## src/rtl/cond_alu.sv

```systemverilog
module cond_alu #(
  parameter int W = 16
) (
  input  logic [W-1:0] a_in,
  input  logic [W-1:0] b_in,
  input  logic         clr_a,
  input  logic         inv_a,
  input  logic         clr_b,
  input  logic         inv_b,
  input  logic         sel_add,
  input  logic         inv_out,
  output logic [W-1:0] res,
  output logic         is_zero,
  output logic         is_neg
);

  logic [W-1:0] a_x, a_m, a_c;
  logic [W-1:0] b_x, b_m, b_c;
  logic [W-1:0] core;

  assign a_x = a_in ^ {W{inv_a}};
  assign a_m = a_x & {W{~clr_a}};
  assign a_c = a_m | {W{inv_a & clr_a}};

  assign b_x = b_in ^ {W{inv_b}};
  assign b_m = b_x & {W{~clr_b}};
  assign b_c = b_m | {W{inv_b & clr_b}};

  assign core    = sel_add ? (a_c + b_c) : (a_c & b_c);
  assign res     = core ^ {W{inv_out}};
  assign is_neg  = res[W-1];
  assign is_zero = ~(|res);

endmodule

```

## config.mk

```make
export PLATFORM = sky130hd
export DESIGN_NAME = cond_alu
export DESIGN_NICKNAME = d
export VERILOG_FILES = /design/src/rtl/cond_alu.sv
export SDC_FILE = /design/constraint.sdc
export NUM_CORES = 1
export LEC_CHECK = 0
export BUFFER_PORTS_ARGS = -buffer_cell sky130_fd_sc_hd__buf_4
export CORE_MARGIN = 5
export CORE_UTILIZATION = 55
export DETAILED_ROUTE_END_ITERATION = 10
export MAX_ROUTING_LAYER = met4
export PLACE_DENSITY = 0.85
export SLEW_MARGIN = 20
export SYNTH_ARGS = -nofsm -noshare
export SYNTH_HDL_FRONTEND = slang
export SYNTH_SLANG_ARGS = --single-unit
```

## constraint.sdc

```tcl
create_clock -name vclk -period 5.2
set_clock_uncertainty 0.15 [all_clocks]
set_input_delay 0.52 -clock vclk [all_inputs]
set_output_delay 0.52 -clock vclk [all_outputs]
set_load 0.03 [all_outputs]
```

Word level (Yosys, flattened, before mapping)
Index checks and enable logic that the tools add are counted.
W data, S select, Z words.
{"block": "op_classes", "n_reduce_logical": 1, "bitwise_logic": 13, "div": 0, "mul": 0, "addsub": 1, "n_eq_ne": 0, "n_lt_le_gt_ge": 0, "n_shift": 0, "muxes": 1}
{"operator": "$and A16 B16 Y16", "count": 3}
{"operator": "$xor A16 B16 Y16", "count": 3}
{"operator": "$or A16 B16 Y16", "count": 2}
{"operator": "$add A16 B16 Y16", "count": 1}
{"operator": "$mux W16", "count": 1}
{"operator": "$reduce_or A16 Y1", "count": 1}
{"operator": "$not A1 Y1", "count": 3}
{"operator": "$and A1 B1 Y1", "count": 2}
{"block": "totals", "out_inout_bits": 18, "reg_bits": 0, "mem_bits_ro": 0, "wordCells": 16, "ram_bits": 0, "latchBits": 0, "mem_count": 0}

Longest topological paths before layout
Gate-level depths: netlist of the first run.
{"block": "logic_depth", "depth_word": 8, "ltp_mapped": 13, "depth_no_buf": 12}

Worst setup path before layout of the first run
No wires, ideal clock.
{"block": "synth_timing", "path_kind": "in2out", "from": "input inv_b", "to": "output is_zero", "path_slack_ps": 246, "cell_stages": 12, "required_time_ps": 4530, "arrival_ps": 4284, "cell_sequence": "clkbuf_1 -> buf_1 -> xnor2_1 -> fa_1 -> a21o_1 -> a211oi_2 -> a311o_2 -> mux2i_1 -> a211oi_2 -> xnor2_1 -> or4_1 -> nor4_2"}
{"block": "synth_between", "elab_chain_cells": 8}
{"item": "start, declared", "line": "9", "rtl": "input logic inv_b,"}
{"item": "$xor A16 B16 Y16", "line": "25", "rtl": "assign b_x = b_in ^ {W{inv_b}};"}
{"item": "$and A16 B16 Y16", "line": "26", "rtl": "assign b_m = b_x & {W{~clr_b}};"}
{"item": "$or A16 B16 Y16 *", "line": "27", "rtl": "assign b_c = b_m | {W{inv_b & clr_b}};"}
{"item": "$add A16 B16 Y16 / $and A16 B16 Y16 (equally long branches)", "line": "29", "rtl": "assign core = sel_add ? (a_c + b_c) : (a_c & b_c);"}
{"item": "$mux W16 *", "line": "29"}
{"item": "$xor A16 B16 Y16 *", "line": "30", "rtl": "assign res = core ^ {W{inv_out}};"}
{"item": "via res[10]", "line": "12", "rtl": "output logic [W-1:0] res,"}
{"item": "$reduce_or A16 Y1 *", "line": "32", "rtl": "assign is_zero = ~(|res);"}
{"item": "$not A1 Y1 *", "line": "32"}
{"item": "end, declared", "line": "13", "rtl": "output logic is_zero,"}
The timed path passes the listed nets; every way through them passes the cells marked *.

Worst setup path after layout of the first run
{"block": "layout_timing", "from": "input clr_a", "to": "output is_zero"}
{"block": "layout_between", "elab_chain_cells": 8}
{"item": "start, declared", "line": "6", "rtl": "input logic clr_a,"}
{"item": "$not A1 Y1", "line": "22", "rtl": "assign a_m = a_x & {W{~clr_a}};"}
{"item": "$and A16 B16 Y16", "line": "22"}
{"item": "$or A16 B16 Y16 *", "line": "23", "rtl": "assign a_c = a_m | {W{inv_a & clr_a}};"}
{"item": "$add A16 B16 Y16 / $and A16 B16 Y16 (equally long branches)", "line": "29"}
{"item": "$mux W16 *", "line": "29"}
{"item": "$xor A16 B16 Y16 *", "line": "30"}
{"item": "$reduce_or A16 Y1 *", "line": "32"}
{"item": "$not A1 Y1 *", "line": "32"}
Mark *: on every way between the ends. The rest lies on a longest branch, timed or not.

==> results.cfg, run 1 <==
[yosys]
synth.top_cell.area_share_pct = 24.86
synth_nets = 301
synth.distinct_cells = 49
seq_area_frac_synth_pct = 0
yosys.area.top_type = xnor2_1
synthesis.area_um2 = 1832
synth.top_cells.by_area = xnor2_1 (25%), nand2b_1 (12%), ha_1 (11%), mux2i_1 (4.4%), a21oi_1 (2.5%)
yosysWarningCount = 0
yosys-top-cells-count = xnor2_1 (52), nand2b_1 (36), ha_1 (16)
syn_avg_cell_area_um2 = 7.446
yosysMostFrequentCell = xnor2_1
syn_inst = 246

[layout]
num-fill-cells = 309
seq_area_um2 = 0
syn_to_final_growth_pct = 22.27
final_core_util_pct = 68.19
antenna_cells = 0
nClkBuffers = 0
nNetsFinal = 345
drive_above_1_share_pct = 23.61
nFlopsAndLatches = 0
instances_no_fill = 334

[power_and_ir_drop]
ir_worst_vdd_mv = 0.09011
switching_power_mw = 0.2957
p_leak_nw = 0.9294
combinationalPowerShare_pct = 100.0
seq_power_share_pct = 0
clkPwrFrac_pct = 0
swShare_pct = 57.31
power_density_nw_per_um2 = 230.4
internal-power_mw = 0.2202

[floorplan]
core-area_um2 = 3284
die_h_um = 67.71
num_rows = 21
die_area_um2 = 4585
fp.dieW_um = 67.71
io_pins = 56
start_util_pct = 55.77

[job]
drv_cap = 0

[hold_path]
hold_path_startpoint = inv_out
min_to = res[5]
hold_depth = 3
min_path_type = in -> out

[sta]
rsz0062_at_grt = no
fin_crit_sh_pct = 84.45
whs_ps = 1377
min_period_ps = 4392
finalSetupTns_ps = 0
finalMaxSlewViolations = 0
max_freq_mhz = 227.7
slew_headroom_pct = 71.66
tightest_slew_ps = 422.6
setup_slack_ps = 808.4
hold_viol_final = 0
setup_violations = 0

[critical_path]
cp-end-kind = output pin
cp_data_arrival_time_ps = 3720
crit_chain = buf_4 > nand2b_1 > xnor2_1 > ha_1 > fa_1 > a21o_1 > a211oi_2 > a311o_2 > mux2i_1 > a211oi_2 > xnor2_1 > or4_1 > nor4_2 > buf_4
critPathKind = in -> out
crit_family = simple AND/OR/NAND/NOR gates
path_max_fanout = 16
crit_buf_inv = 2
cpPeakStageDelay_ps = 540
cp-start-kind = input port
crit_slowest_cell = or4_1
cp.required_ps = 4530

[clock_tree]
cts-resized-gates = 0
cts_hold_buf = 0
post_cts_buffers = 0

[drt]
drt_iter0_drc = 79
firstDrtPassIters = 4
drt-total-wl_mm = 4.444
wl_per_cell_um = 13.31
vias_per_cell = 5.704
ant_nets = 0
vias = 1905
drcViolationCount = 0

[global_route]
grt_pass1_wl_mm = 7.617
grt_usage_pct = 20.77
gr-max-usage-layer = met2
grt_max_degree = 24
first_global_vias = 1717
grt_use_met2_pct = 36.82
antenna_found_initial = 0
grtUsageMet1_pct = 27.72
grt.met3_usage_pct = 0.1664
gr-total-overflow = 0

[place]
io_buffers = 56
post-place-ws_ps = 797.2
hpwl_mm = 3.801
dp_cells = 334
gp_congestion = 0.9509

[status]
outcome = finished, final reports clean
==> final cells by class <==
cell class / count / area [um^2] / area share, %
Tap cell: 46 / 57.56 / 2.570
Multi-Input combinational cell: 223 / 1728 / 77.15
Timing Repair Buffer: 56 / 420.4 / 18.77
Inverter: 9 / 33.78 / 1.508
==> routing by layer <==
layer  up-vias  part of all wire [%]
li1        959                     -
met1       864                    45
met2        78                    48
met3         4                   7.2
met4         0                  0.23
met5         -                     0
==> worst max path at each step <==
stage	from	to	slack, ps	cells past startpoint
4_1_cts	clr_a	is_zero	790	14
3_5_place_dp	clr_a	is_zero	800	14
2_1_floorplan	inv_b	is_zero	250	12
5_1_grt	clr_a	is_zero	570	14
6_report	clr_a	is_zero	810	14
3_3_place_gp	clr_a	is_zero	930	14
==> power by group through the flow <==
stage | combinational (mW) | clock (mW) | sequential [mW]
after floorplan | 0.383 | 0 | 0
after global placement | 0.501 | 0 | 0
after detailed placement | 0.513 | 0 | 0
after CTS | 0.514 | 0 | 0
after global routing | 0.559 | 0 | 0
final | 0.516 | 0 | 0
==> cells by family after synthesis <==
group           synth area share, %
fa+ha+maj                     12.02
simple gates                  28.42
xor+xnor                      24.86
buf+inv                       5.669
mux                           5.738
compound gates                23.29
==> metrics by stage <==
stage               instance area, um^2  power (mW)
floorplan                          1832      0.3833
detailed placement                 2240      0.5125
CTS                                2240      0.5140
global route                       2240      0.5587
global placement                   2240      0.5009
finish                             2240      0.5159
==> layout by cell type, fill, tap and decap left out, drive strengths merged, types with 7 or more instances in the layout <==
cell    synthesis  final
a21oi           9      9
inv             9      9
buf             8     56
o21ai           7      7
nand2b         36     36
ha             16     16
xnor2          52     52
nor2            9      9
mux2i           9      9
nand2          10     10
Note: power is estimated with default switching activity, not from simulation.
==> inputs of run 2 (changes only) <==
- CORE_UTILIZATION: 55 -> 50
- PLACE_DENSITY: 0.85 -> 0.81
- clock period: 5.2 -> 3.9 ns (I/O delays scaled with it)
==> results.cfg, run 2 (synthesis gave the netlist of run 1 again) <==
[power_and_ir_drop]
p_leak_nw = 1.226
p_total_mw = 0.8725
ir_worst_vdd_mv = 0.1226
power_density_nw_per_um2 = 315.5

[sta]
setup_slack_ps = -75.69
slew_headroom_pct = 64.37
rsz0062_at_grt = yes
whs_ps = 1133
fin_crit_sh_pct = 101.9
setup_violations = 1
min_period_ps = 3976
finalMaxSlewViolations = 0
max_freq_mhz = 251.5
hold_viol_final = 0
tightest_slew_ps = 528.8

[layout]
syn_to_final_growth_pct = 50.96
final_core_util_pct = 76.68
nNetsFinal = 388
layout_commonest_cell = buf_4
instances_no_fill = 379
seq_area_um2 = 0
drive_above_1_share_pct = 40.79
nClkBuffers = 0
antenna_cells = 0
num-fill-cells = 278
nFlopsAndLatches = 0
most-common-layout-cells = buf_4 (94), xnor2_1 (41), nand2b_1 (33)

[place]
gp_congestion = 0.8628
hpwl_mm = 4.221
dp_cells = 369
post-place-ws_ps = -221.9
io_buffers = 56

[drt]
ant_nets = 0
firstDrtPassIters = 5
drt_iter0_drc = 156
wl_per_cell_um = 14.47
vias = 2078
drcViolationCount = 0
vias_per_cell = 5.483
drt-total-wl_mm = 5.484

[floorplan]
num_rows = 22
core-area_um2 = 3606
start_util_pct = 50.80
fp.dieW_um = 70.53
io_pins = 56
die_h_um = 70.53
die_area_um2 = 4974

[global_route]
gr-total-overflow = 0
grt_max_degree = 24
grt_pass1_wl_mm = 8.742
first_global_vias = 1979
grt_usage_pct = 21.06
antenna_found_initial = 0

[critical_path]
path_max_fanout = 3
cp_data_arrival_time_ps = 3440
cp-end-kind = output pin
cp-start-kind = input port
critPathKind = in -> out
cp.required_ps = 3360

[job]
drv_cap = 0

[hold_path]
min_path_type = in -> out

[status]
violations = setup timing
outcome = finished with violations
## run 2: final cells by class
type                            instances  area (um^2)  share of cell area, %
Inverter                                9        36.28                  1.312
Multi-Input combinational cell        223         1907                  68.96
Tap cell                               48        60.06                  2.172
Timing Repair Buffer                   99        762.0                  27.56
## run 2: timing repair
action / 4_1_cts / 5_1_grt
setup endpoints to repair: 1 / 4
buffers inserted: 12 / 0
pin swaps: 15 / 9
gates resized for setup: 12 / 9
cloned: 0 / 0
hold buffers: 0 / 0
## run 2: final timing paths
check    start  endpoint  cells after the start
max      clr_a   is_zero                     15
min    inv_out    res[5]                      3
## run 2: stage by stage
stage | setup TNS, ps | area (um^2)
finish | -75.69 | 2765
floorplan | -28.64 | 1961
global route | -207.1 | 2765
global placement | -125.6 | 2566
detailed placement | -221.9 | 2566
CTS | -65.21 | 2709
## run 2: power by group
group / switching, mW / total (mW) / internal [mW]
Clock: 0 / 0 / 0
Sequential: 0 / 0 / 0
Combinational: 0.451 / 0.872 / 0.422
## run 2: per-layer routing
metal	wire, um	global-route usage [%]	up-vias
met5	0	-	-
met4	29	2.128	0
met3	322	0.7194	4
met2	2755	36.69	79
met1	2378	27.88	947
li1	-	-	1048
## run 2: critical path, stage by stage
cell,delay (ps)
buf_4,120
nand2b_4,140
xnor2_2,130
ha_2,190
fa_2,360
a21o_1,220
buf_4,150
a211oi_2,170
a311o_2,230
mux2i_1,220
a211oi_2,70
xnor2_2,150
or4_4,550
nor4_4,170
buf_6,170
